[src/rtl/nvm_ps_pkg.sv]
package nvm_ps_pkg;

  typedef enum logic [1:0] {
    OP_NONE  = 2'b00,
    OP_LOAD  = 2'b01,
    OP_PROG  = 2'b10,
    OP_ERASE = 2'b11
  } nvm_op_e;

  typedef enum logic {
    CYC_PROG  = 1'b0,
    CYC_ERASE = 1'b1
  } cyc_kind_e;

  localparam int ST_LOAD = 3;
  localparam int ST_SUCC = 2;
  localparam int ST_WINH = 1;
  localparam int ST_BUSY = 0;

endpackage

[src/rtl/nvm_rst_sync.sv]
module nvm_rst_sync (
  input  logic clk,
  input  logic rst_n_in,
  output logic rst_n_out
);

  logic [1:0] sync_q;

  always_ff @(posedge clk or negedge rst_n_in) begin
    if (!rst_n_in) sync_q <= 2'b00;
    else           sync_q <= {sync_q[0], 1'b1};
  end

  assign rst_n_out = sync_q[1];

endmodule

[src/rtl/nvm_page_buf.sv]
module nvm_page_buf #(
  parameter int PAGE_W = 3,
  parameter int DATA_W = 8
) (
  input  logic                         clk,
  input  logic                         rst_n,
  input  logic                         ld_en,
  input  logic [PAGE_W-1:0]            ld_off,
  input  logic [DATA_W-1:0]            ld_data,
  input  logic                         clr_mask,
  output logic [(1<<PAGE_W)*DATA_W-1:0] buf_flat,
  output logic [(1<<PAGE_W)-1:0]       buf_mask,
  output logic [PAGE_W-1:0]            last_off,
  output logic [DATA_W-1:0]            last_data
);

  localparam int PB = 1 << PAGE_W;

  logic [PB-1:0]     mask_q, mask_d;
  logic [PAGE_W-1:0] loff_q;
  logic [DATA_W-1:0] ldat_q;

  always_comb begin
    mask_d = mask_q;
    if (clr_mask) mask_d = '0;
    else if (ld_en) mask_d[ld_off] = 1'b1;
  end

  always_ff @(posedge clk or negedge rst_n) begin
    if (!rst_n) mask_q <= '0;
    else        mask_q <= mask_d;
  end

  always_ff @(posedge clk or negedge rst_n) begin
    if (!rst_n) begin
      loff_q <= '0;
      ldat_q <= '0;
    end else if (ld_en) begin
      loff_q <= ld_off;
      ldat_q <= ld_data;
    end
  end

  for (genvar i = 0; i < PB; i++) begin : g_byte
    logic [DATA_W-1:0] byte_q;
    logic              we;
    assign we = ld_en && (ld_off == PAGE_W'(i));
    always_ff @(posedge clk or negedge rst_n) begin
      if (!rst_n)  byte_q <= '0;
      else if (we) byte_q <= ld_data;
    end
    assign buf_flat[i*DATA_W +: DATA_W] = byte_q;
  end

  assign buf_mask  = mask_q;
  assign last_off  = loff_q;
  assign last_data = ldat_q;

endmodule

[src/rtl/nvm_cycle_timer.sv]
module nvm_cycle_timer #(
  parameter int CYCLE_LEN = 16
) (
  input  logic clk,
  input  logic rst_n,
  input  logic start,
  input  logic abort,
  output logic active,
  output logic done
);

  localparam int CNT_W = $clog2(CYCLE_LEN + 1);
  localparam logic [CNT_W-1:0] LAST = CNT_W'(CYCLE_LEN - 1);

  logic             act_q, act_d;
  logic [CNT_W-1:0] cnt_q, cnt_d;

  always_comb begin
    act_d = act_q;
    cnt_d = cnt_q;
    if (act_q) begin
      if (abort)              act_d = 1'b0;
      else if (cnt_q == '0)   act_d = 1'b0;
      else                    cnt_d = cnt_q - 1'b1;
    end else if (start) begin
      act_d = 1'b1;
      cnt_d = LAST;
    end
  end

  always_ff @(posedge clk or negedge rst_n) begin
    if (!rst_n) begin
      act_q <= 1'b0;
      cnt_q <= '0;
    end else begin
      act_q <= act_d;
      cnt_q <= cnt_d;
    end
  end

  assign active = act_q;
  assign done   = act_q && (cnt_q == '0) && !abort;

endmodule

[src/rtl/nvm_status_flags.sv]
module nvm_status_flags
  import nvm_ps_pkg::*;
(
  input  logic       clk,
  input  logic       rst_n,
  input  logic       load_clr,
  input  logic       load_set,
  input  logic       cyc_start,
  input  logic       cyc_done,
  input  logic       cyc_active,
  input  logic       bod_low,
  output logic [7:0] status
);

  logic load_q, load_d;
  logic succ_q, succ_d;

  always_comb begin
    load_d = load_q;
    if (load_clr)      load_d = 1'b0;
    else if (load_set) load_d = 1'b1;
    succ_d = succ_q;
    if (cyc_start)     succ_d = 1'b0;
    else if (cyc_done) succ_d = 1'b1;
  end

  always_ff @(posedge clk or negedge rst_n) begin
    if (!rst_n) begin
      load_q <= 1'b1;
      succ_q <= 1'b1;
    end else begin
      load_q <= load_d;
      succ_q <= succ_d;
    end
  end

  always_comb begin
    status          = 8'h00;
    status[ST_LOAD] = load_q;
    status[ST_SUCC] = succ_q;
    status[ST_WINH] = !bod_low;
    status[ST_BUSY] = !(cyc_active || bod_low);
  end

endmodule

[src/rtl/nvm_mem_array.sv]
module nvm_mem_array #(
  parameter int ADDR_W = 6,
  parameter int PAGE_W = 3,
  parameter int DATA_W = 8
) (
  input  logic                          clk,
  input  logic                          rst_n,
  input  logic                          commit_prog,
  input  logic                          commit_erase,
  input  logic [ADDR_W-PAGE_W-1:0]      tgt_page,
  input  logic [(1<<PAGE_W)*DATA_W-1:0] buf_flat,
  input  logic [(1<<PAGE_W)-1:0]        buf_mask,
  input  logic [ADDR_W-1:0]             rd_addr,
  output logic [DATA_W-1:0]             rd_word
);

  localparam int MEM_BYTES = 1 << ADDR_W;
  localparam int PB        = 1 << PAGE_W;
  localparam int PG_W      = ADDR_W - PAGE_W;

  logic [DATA_W-1:0] cell_w [MEM_BYTES];

  for (genvar j = 0; j < MEM_BYTES; j++) begin : g_cell
    localparam int PG  = j / PB;
    localparam int OFF = j % PB;
    logic [DATA_W-1:0] cell_q, cell_d;
    logic              hit, en;

    assign hit = (tgt_page == PG_W'(PG));
    assign en  = hit && (commit_erase || (commit_prog && buf_mask[OFF]));

    always_comb begin
      cell_d = cell_q;
      if (commit_erase)     cell_d = '1;
      else if (commit_prog) cell_d = buf_flat[OFF*DATA_W +: DATA_W];
    end

    always_ff @(posedge clk or negedge rst_n) begin
      if (!rst_n)  cell_q <= '1;
      else if (en) cell_q <= cell_d;
    end

    assign cell_w[j] = cell_q;
  end

  assign rd_word = cell_w[rd_addr];

endmodule

[src/rtl/nvm_prog_status.sv]
module nvm_prog_status
  import nvm_ps_pkg::*;
#(
  parameter int ADDR_W    = 6,
  parameter int PAGE_W    = 3,
  parameter int DATA_W    = 8,
  parameter int CYCLE_LEN = 16
) (
  input  logic              clk,
  input  logic              rst_n,
  input  logic              cmd_valid,
  input  logic [1:0]        cmd_op,
  input  logic [ADDR_W-1:0] cmd_addr,
  input  logic [DATA_W-1:0] cmd_data,
  input  logic              wr_lock,
  input  logic              bod_low,
  input  logic [ADDR_W-1:0] rd_addr,
  output logic [DATA_W-1:0] rd_data,
  output logic [7:0]        status
);

  localparam int PB   = 1 << PAGE_W;
  localparam int PG_W = ADDR_W - PAGE_W;
  localparam logic [DATA_W-1:0] MSB_MASK   = DATA_W'(1) << (DATA_W - 1);
  localparam logic [DATA_W-1:0] ERASE_POLL = ~MSB_MASK;

  logic rst_n_int;

  nvm_rst_sync u_rst (
    .clk      (clk),
    .rst_n_in (rst_n),
    .rst_n_out(rst_n_int)
  );

  nvm_op_e op;
  logic    ready, load_acc, cyc_start;
  logic    active, done, abort;
  logic    commit_prog, commit_erase, clr_mask;
  cyc_kind_e         kind_q, kind_d;
  logic [PG_W-1:0]   page_q, page_d;
  logic [PB*DATA_W-1:0] buf_flat;
  logic [PB-1:0]     buf_mask;
  logic [PAGE_W-1:0] last_off;
  logic [DATA_W-1:0] last_data, mem_word;

  assign op        = nvm_op_e'(cmd_op);
  assign ready     = status[ST_BUSY];
  assign load_acc  = cmd_valid && ready && (op == OP_LOAD);
  assign cyc_start = cmd_valid && ready && !wr_lock &&
                     ((op == OP_PROG) || (op == OP_ERASE));
  assign abort     = active && bod_low;

  always_comb begin
    kind_d = kind_q;
    page_d = page_q;
    if (cyc_start) begin
      kind_d = (op == OP_ERASE) ? CYC_ERASE : CYC_PROG;
      page_d = cmd_addr[ADDR_W-1:PAGE_W];
    end
  end

  always_ff @(posedge clk or negedge rst_n_int) begin
    if (!rst_n_int) begin
      kind_q <= CYC_PROG;
      page_q <= '0;
    end else begin
      kind_q <= kind_d;
      page_q <= page_d;
    end
  end

  assign commit_prog  = done && (kind_q == CYC_PROG);
  assign commit_erase = done && (kind_q == CYC_ERASE);
  assign clr_mask     = active && (kind_q == CYC_PROG) && (done || bod_low);

  nvm_cycle_timer #(.CYCLE_LEN(CYCLE_LEN)) u_timer (
    .clk   (clk),
    .rst_n (rst_n_int),
    .start (cyc_start),
    .abort (abort),
    .active(active),
    .done  (done)
  );

  nvm_page_buf #(.PAGE_W(PAGE_W), .DATA_W(DATA_W)) u_buf (
    .clk      (clk),
    .rst_n    (rst_n_int),
    .ld_en    (load_acc),
    .ld_off   (cmd_addr[PAGE_W-1:0]),
    .ld_data  (cmd_data),
    .clr_mask (clr_mask),
    .buf_flat (buf_flat),
    .buf_mask (buf_mask),
    .last_off (last_off),
    .last_data(last_data)
  );

  nvm_status_flags u_flags (
    .clk       (clk),
    .rst_n     (rst_n_int),
    .load_clr  (load_acc),
    .load_set  (cyc_start && (op == OP_PROG)),
    .cyc_start (cyc_start),
    .cyc_done  (done),
    .cyc_active(active),
    .bod_low   (bod_low),
    .status    (status)
  );

  nvm_mem_array #(.ADDR_W(ADDR_W), .PAGE_W(PAGE_W), .DATA_W(DATA_W)) u_mem (
    .clk         (clk),
    .rst_n       (rst_n_int),
    .commit_prog (commit_prog),
    .commit_erase(commit_erase),
    .tgt_page    (page_q),
    .buf_flat    (buf_flat),
    .buf_mask    (buf_mask),
    .rd_addr     (rd_addr),
    .rd_word     (mem_word)
  );

  logic page_hit;
  assign page_hit = active && (rd_addr[ADDR_W-1:PAGE_W] == page_q);

  always_comb begin
    rd_data = mem_word;
    if (page_hit) begin
      if (kind_q == CYC_ERASE)
        rd_data = ERASE_POLL;
      else if (rd_addr[PAGE_W-1:0] == last_off)
        rd_data = last_data ^ MSB_MASK;
    end
  end

endmodule

[config.mk]
export PLATFORM = sky130hd
export DESIGN_NAME = nvm_prog_status
export DESIGN_NICKNAME = d
export VERILOG_FILES = /design/src/rtl/nvm_ps_pkg.sv /design/src/rtl/nvm_rst_sync.sv /design/src/rtl/nvm_page_buf.sv /design/src/rtl/nvm_cycle_timer.sv /design/src/rtl/nvm_status_flags.sv /design/src/rtl/nvm_mem_array.sv /design/src/rtl/nvm_prog_status.sv
export SDC_FILE = /design/constraint.sdc
export NUM_CORES = 1
export LEC_CHECK = 0
export BUFFER_PORTS_ARGS = -buffer_cell sky130_fd_sc_hd__buf_4
export CORE_AREA = 3 3 251 253
export CTS_BUF_LIST = sky130_fd_sc_hd__clkbuf_8
export CTS_CLUSTER_DIAMETER = 120
export CTS_CLUSTER_SIZE = 28
export DETAILED_ROUTE_END_ITERATION = 10
export DIE_AREA = 0 0 254 256
export GPL_TIMING_DRIVEN = 0
export PLACE_DENSITY = 0.58
export SLEW_MARGIN = 40
export SYNTH_ARGS = -nofsm -noshare
export SYNTH_HDL_FRONTEND = slang
export SYNTH_HIERARCHICAL = 1
export SYNTH_SLANG_ARGS = --single-unit
[constraint.sdc]
create_clock -name clk -period 25.3 [get_ports clk]
set_clock_uncertainty 0.2 [all_clocks]
set_input_delay 2.53 -clock clk [delete_from_list [all_inputs] [get_ports clk]]
set_output_delay 2.53 -clock clk [all_outputs]
set_load 0.05 [all_outputs]
==> impl_metrics.ini <==
[drt]
ant_nets = 0
routed_wl_um = 101000
route.detailed.drc = 0
first_pass_iters = 6
drtIter0Drc = 2571
viasPerCell = 6.23
detail_route.wl_per_cell_um = 30.9
routed-via-count = 20400

[synth]
yosys.area.top_type_share_pct = 49.6
synth_seq_cells = 609
synth_area_mm2 = 0.0272
yosysTopAreaCell = dfstp_2
synthFlopType = dfstp_2
yosys_warnings = 6
avgSynthCellArea_um2 = 11.4
ys_seq_area_share_pct = 58.3
ys_async_sr_fraction_pct = 100
syn_inst = 2394
synth_cell_types = 68
synth_edf_count = 0
yosys-top-cells-area = dfstp_2, mux4_2, a21oi_1

[setup_path]
path_cells = buf_4 > buf_4 > buf_4 > buf_4 > buf_4 > buf_4 > mux4_2 > nand2_1 > nand3_1 > nand4_1 > o41ai_1 > nor3_1 > a211oi_1 > buf_4
worstPathArrival_ns = 5.86
r2r_start = u_timer/cnt_q[0]
crit_path_start_kind = input port
rrSetupSlack_ns = 21.12
critPathCaptureType = output port
path_class = in2out
critPathMaxFanout = 10
max_stage_delay_ns = 0.35
rr_worst_depth = 10
slowest_stage = buf_4
reg2reg_to = u_mem/g_cell[60].cell_q[7]
critPathMostFrequentCell = buf_4
required_ns = 22.57

[placement]
gp_congestion = 0.998
hpwl_um = 72500
port_buffers = 35
dpl.cell_count = 3239

[clock_network]
cts-resized-gates = 0
cts.hold.buffers_added = 0
clock_latency_ns = 0.71
cts.path.max_buffers = 3
cts_setup_buffers = 0
numCtsBuffers = 25
root_buffer = clkbuf_8
htree_levels = 1
tritoncts = yes
cts.reportedPaths.clkPinSlew_ns = 0.15
clock_sinks = 609

[global_routing]
grtUsageTotal_pct = 31.0
grt_pass1_wl_um = 144000
grt_max_degree = 46
antenna_found_initial = 6
overflow = 0
grt_pass1_vias = 19800

[floorplanning]
initial_utilization_pct = 44.5
rows = 91
dieArea_mm2 = 0.0650
die_w_um = 254
core-area_mm2 = 0.0613
ios = 43
die_h_um = 256

[power]
finalPower_mw = 1.80
p_leak_nw = 11.4
irDropWorstVdd_uv = 46.5
p_per_area_mw_per_mm2 = 61.0

[job]
cap_violations = 0

[finish]
final_cells = 3276
synthToLayoutAreaGrowth_pct = 8.54
fillers = 5590
post-route-util_pct = 48.3
nNetsFinal = 2504
drive_above_1_share_pct = 38.1

[sta]
slew_headroom_pct = 36.3
drv_slew = 0
rsz0062_at_grt = no
timing.final.crit_share_pct = 33.9
finalCriticalPeriod_ns = 8.59
worst_pin_slew_ns = 0.955
hold_slack_ns = 0.128
fin_tns_setup_ns = 0
hold_viol = 0
setup_violations = 0
fmax_mhz = 116

[worst_hold_path]
min_path_type = reg2async

[status]
status = finished, final reports clean
==> cells in the mapped netlist (all sizes together) (8+ instances only) <==
master,count
nor2,593
a21oi,480
nand2b,11
nand2,104
dfrtp,95
nor3,9
mux2i,30
a211oi,9
clkbuf,87
mux4,126
buf,55
o22ai,17
o21ai,73
mux2,78
o221ai,8
dfstp,514
inv,19
==> sequential cells by signal, indices dropped and copies added, names as in the netlist, 2 cells and up <==
register,flops
u_rst/sync_q,2
u_timer/cnt_q,5
u_buf/last_off,3
u_buf/g_byte.byte_q,64
u_buf/buf_mask,8
page_q,3
u_buf/last_data,8
u_mem/g_cell.cell_q,512
==> logic make-up after synthesis <==
group | count (synthesis) | synth area share [%]
buf+inv | 162 | 3.03
other cells | 2 | 0.0276
simple gates | 769 | 11.5
xor+xnor | 6 | 0.193
mux | 234 | 15.0
flops | 609 | 58.3
compound gates | 611 | 11.9
fa+ha+maj | 1 | 0.0459
==> area by class of cell <==
class                   count  area (µm²)  area share [%]
diodes                      3        7.51          0.0254
plain buffers             143         764            2.59
clock buffers              25         344            1.16
clock inverters             9        42.5           0.144
inverters                  19        71.3           0.241
multi-input cells        1626       10900            36.8
flip-flops and latches    609       15900            53.7
well taps                 790         988            3.34
repair buffers             52         589            1.99
==> where the power goes <==
part	internal (mW)	switching (mW)	leakage, nW
sequential	1.03	0.0375	6.54
combinational	0.0937	0.253	4.64
clock	0.0926	0.294	0.222
total	1.22	0.584	11.4
==> cells in the final DEF (no fill, tap or decap), types with 9 or more instances in the layout <==
master    count
a211oi_1      9
a21oi_1     472
buf_12       17
buf_2        22
buf_4        55
buf_6        10
clkbuf_1     78
clkbuf_8     26
dfrtp_1      94
dfstp_2     514
inv_1        26
mux2_2       70
mux2i_1      30
mux4_2      118
nand2_1     104
nand2b_1     11
nor2_1      521
nor2_2       50
nor2_4       22
o21ai_0      71
o22ai_1      17
==> per-layer routing <==
layer	up-vias	routed length (µm)	global-route usage, %
met5	-	9	0
met4	2	5160	12.3
met3	212	9550	6.04
met2	1042	45800	47.5
met1	10600	40800	43.8
li1	8539	-	-
==> worst max-delay path: cells and delay by family <==
family | cells | cell delay, ns
buffers and inverters | 7 | 1.88
and+or+nand+nor | 4 | 0.51
AOI/OAI and AO/OA | 2 | 0.55
muxes | 1 | 0.34
==> how the worst max path moves through the flow <==
stage	depth (start not counted)	end	startpoint	slack (ns)
floorplan	0	kind_q	u_rst/sync_q[1]	7.77
global placement	0	u_buf/g_byte[0].byte_q[3]	u_rst/sync_q[1]	1.50
detailed placement	13	rd_data[5]	rd_addr[1]	16.76
CTS	13	rd_data[5]	rd_addr[1]	16.76
global route	13	rd_data[5]	rd_addr[1]	16.62
finish	14	rd_data[5]	rd_addr[1]	16.71
==> per-stage QoR <==
stage               instance area (µm²)  setup slack [ns]
floorplan                         27200              7.77
global placement                  28500              1.50
detailed placement                29200             16.76
CTS                               29500             16.76
global route                      29600             16.62
finish                            29600             16.71
(Power assumes the default switching activity.)
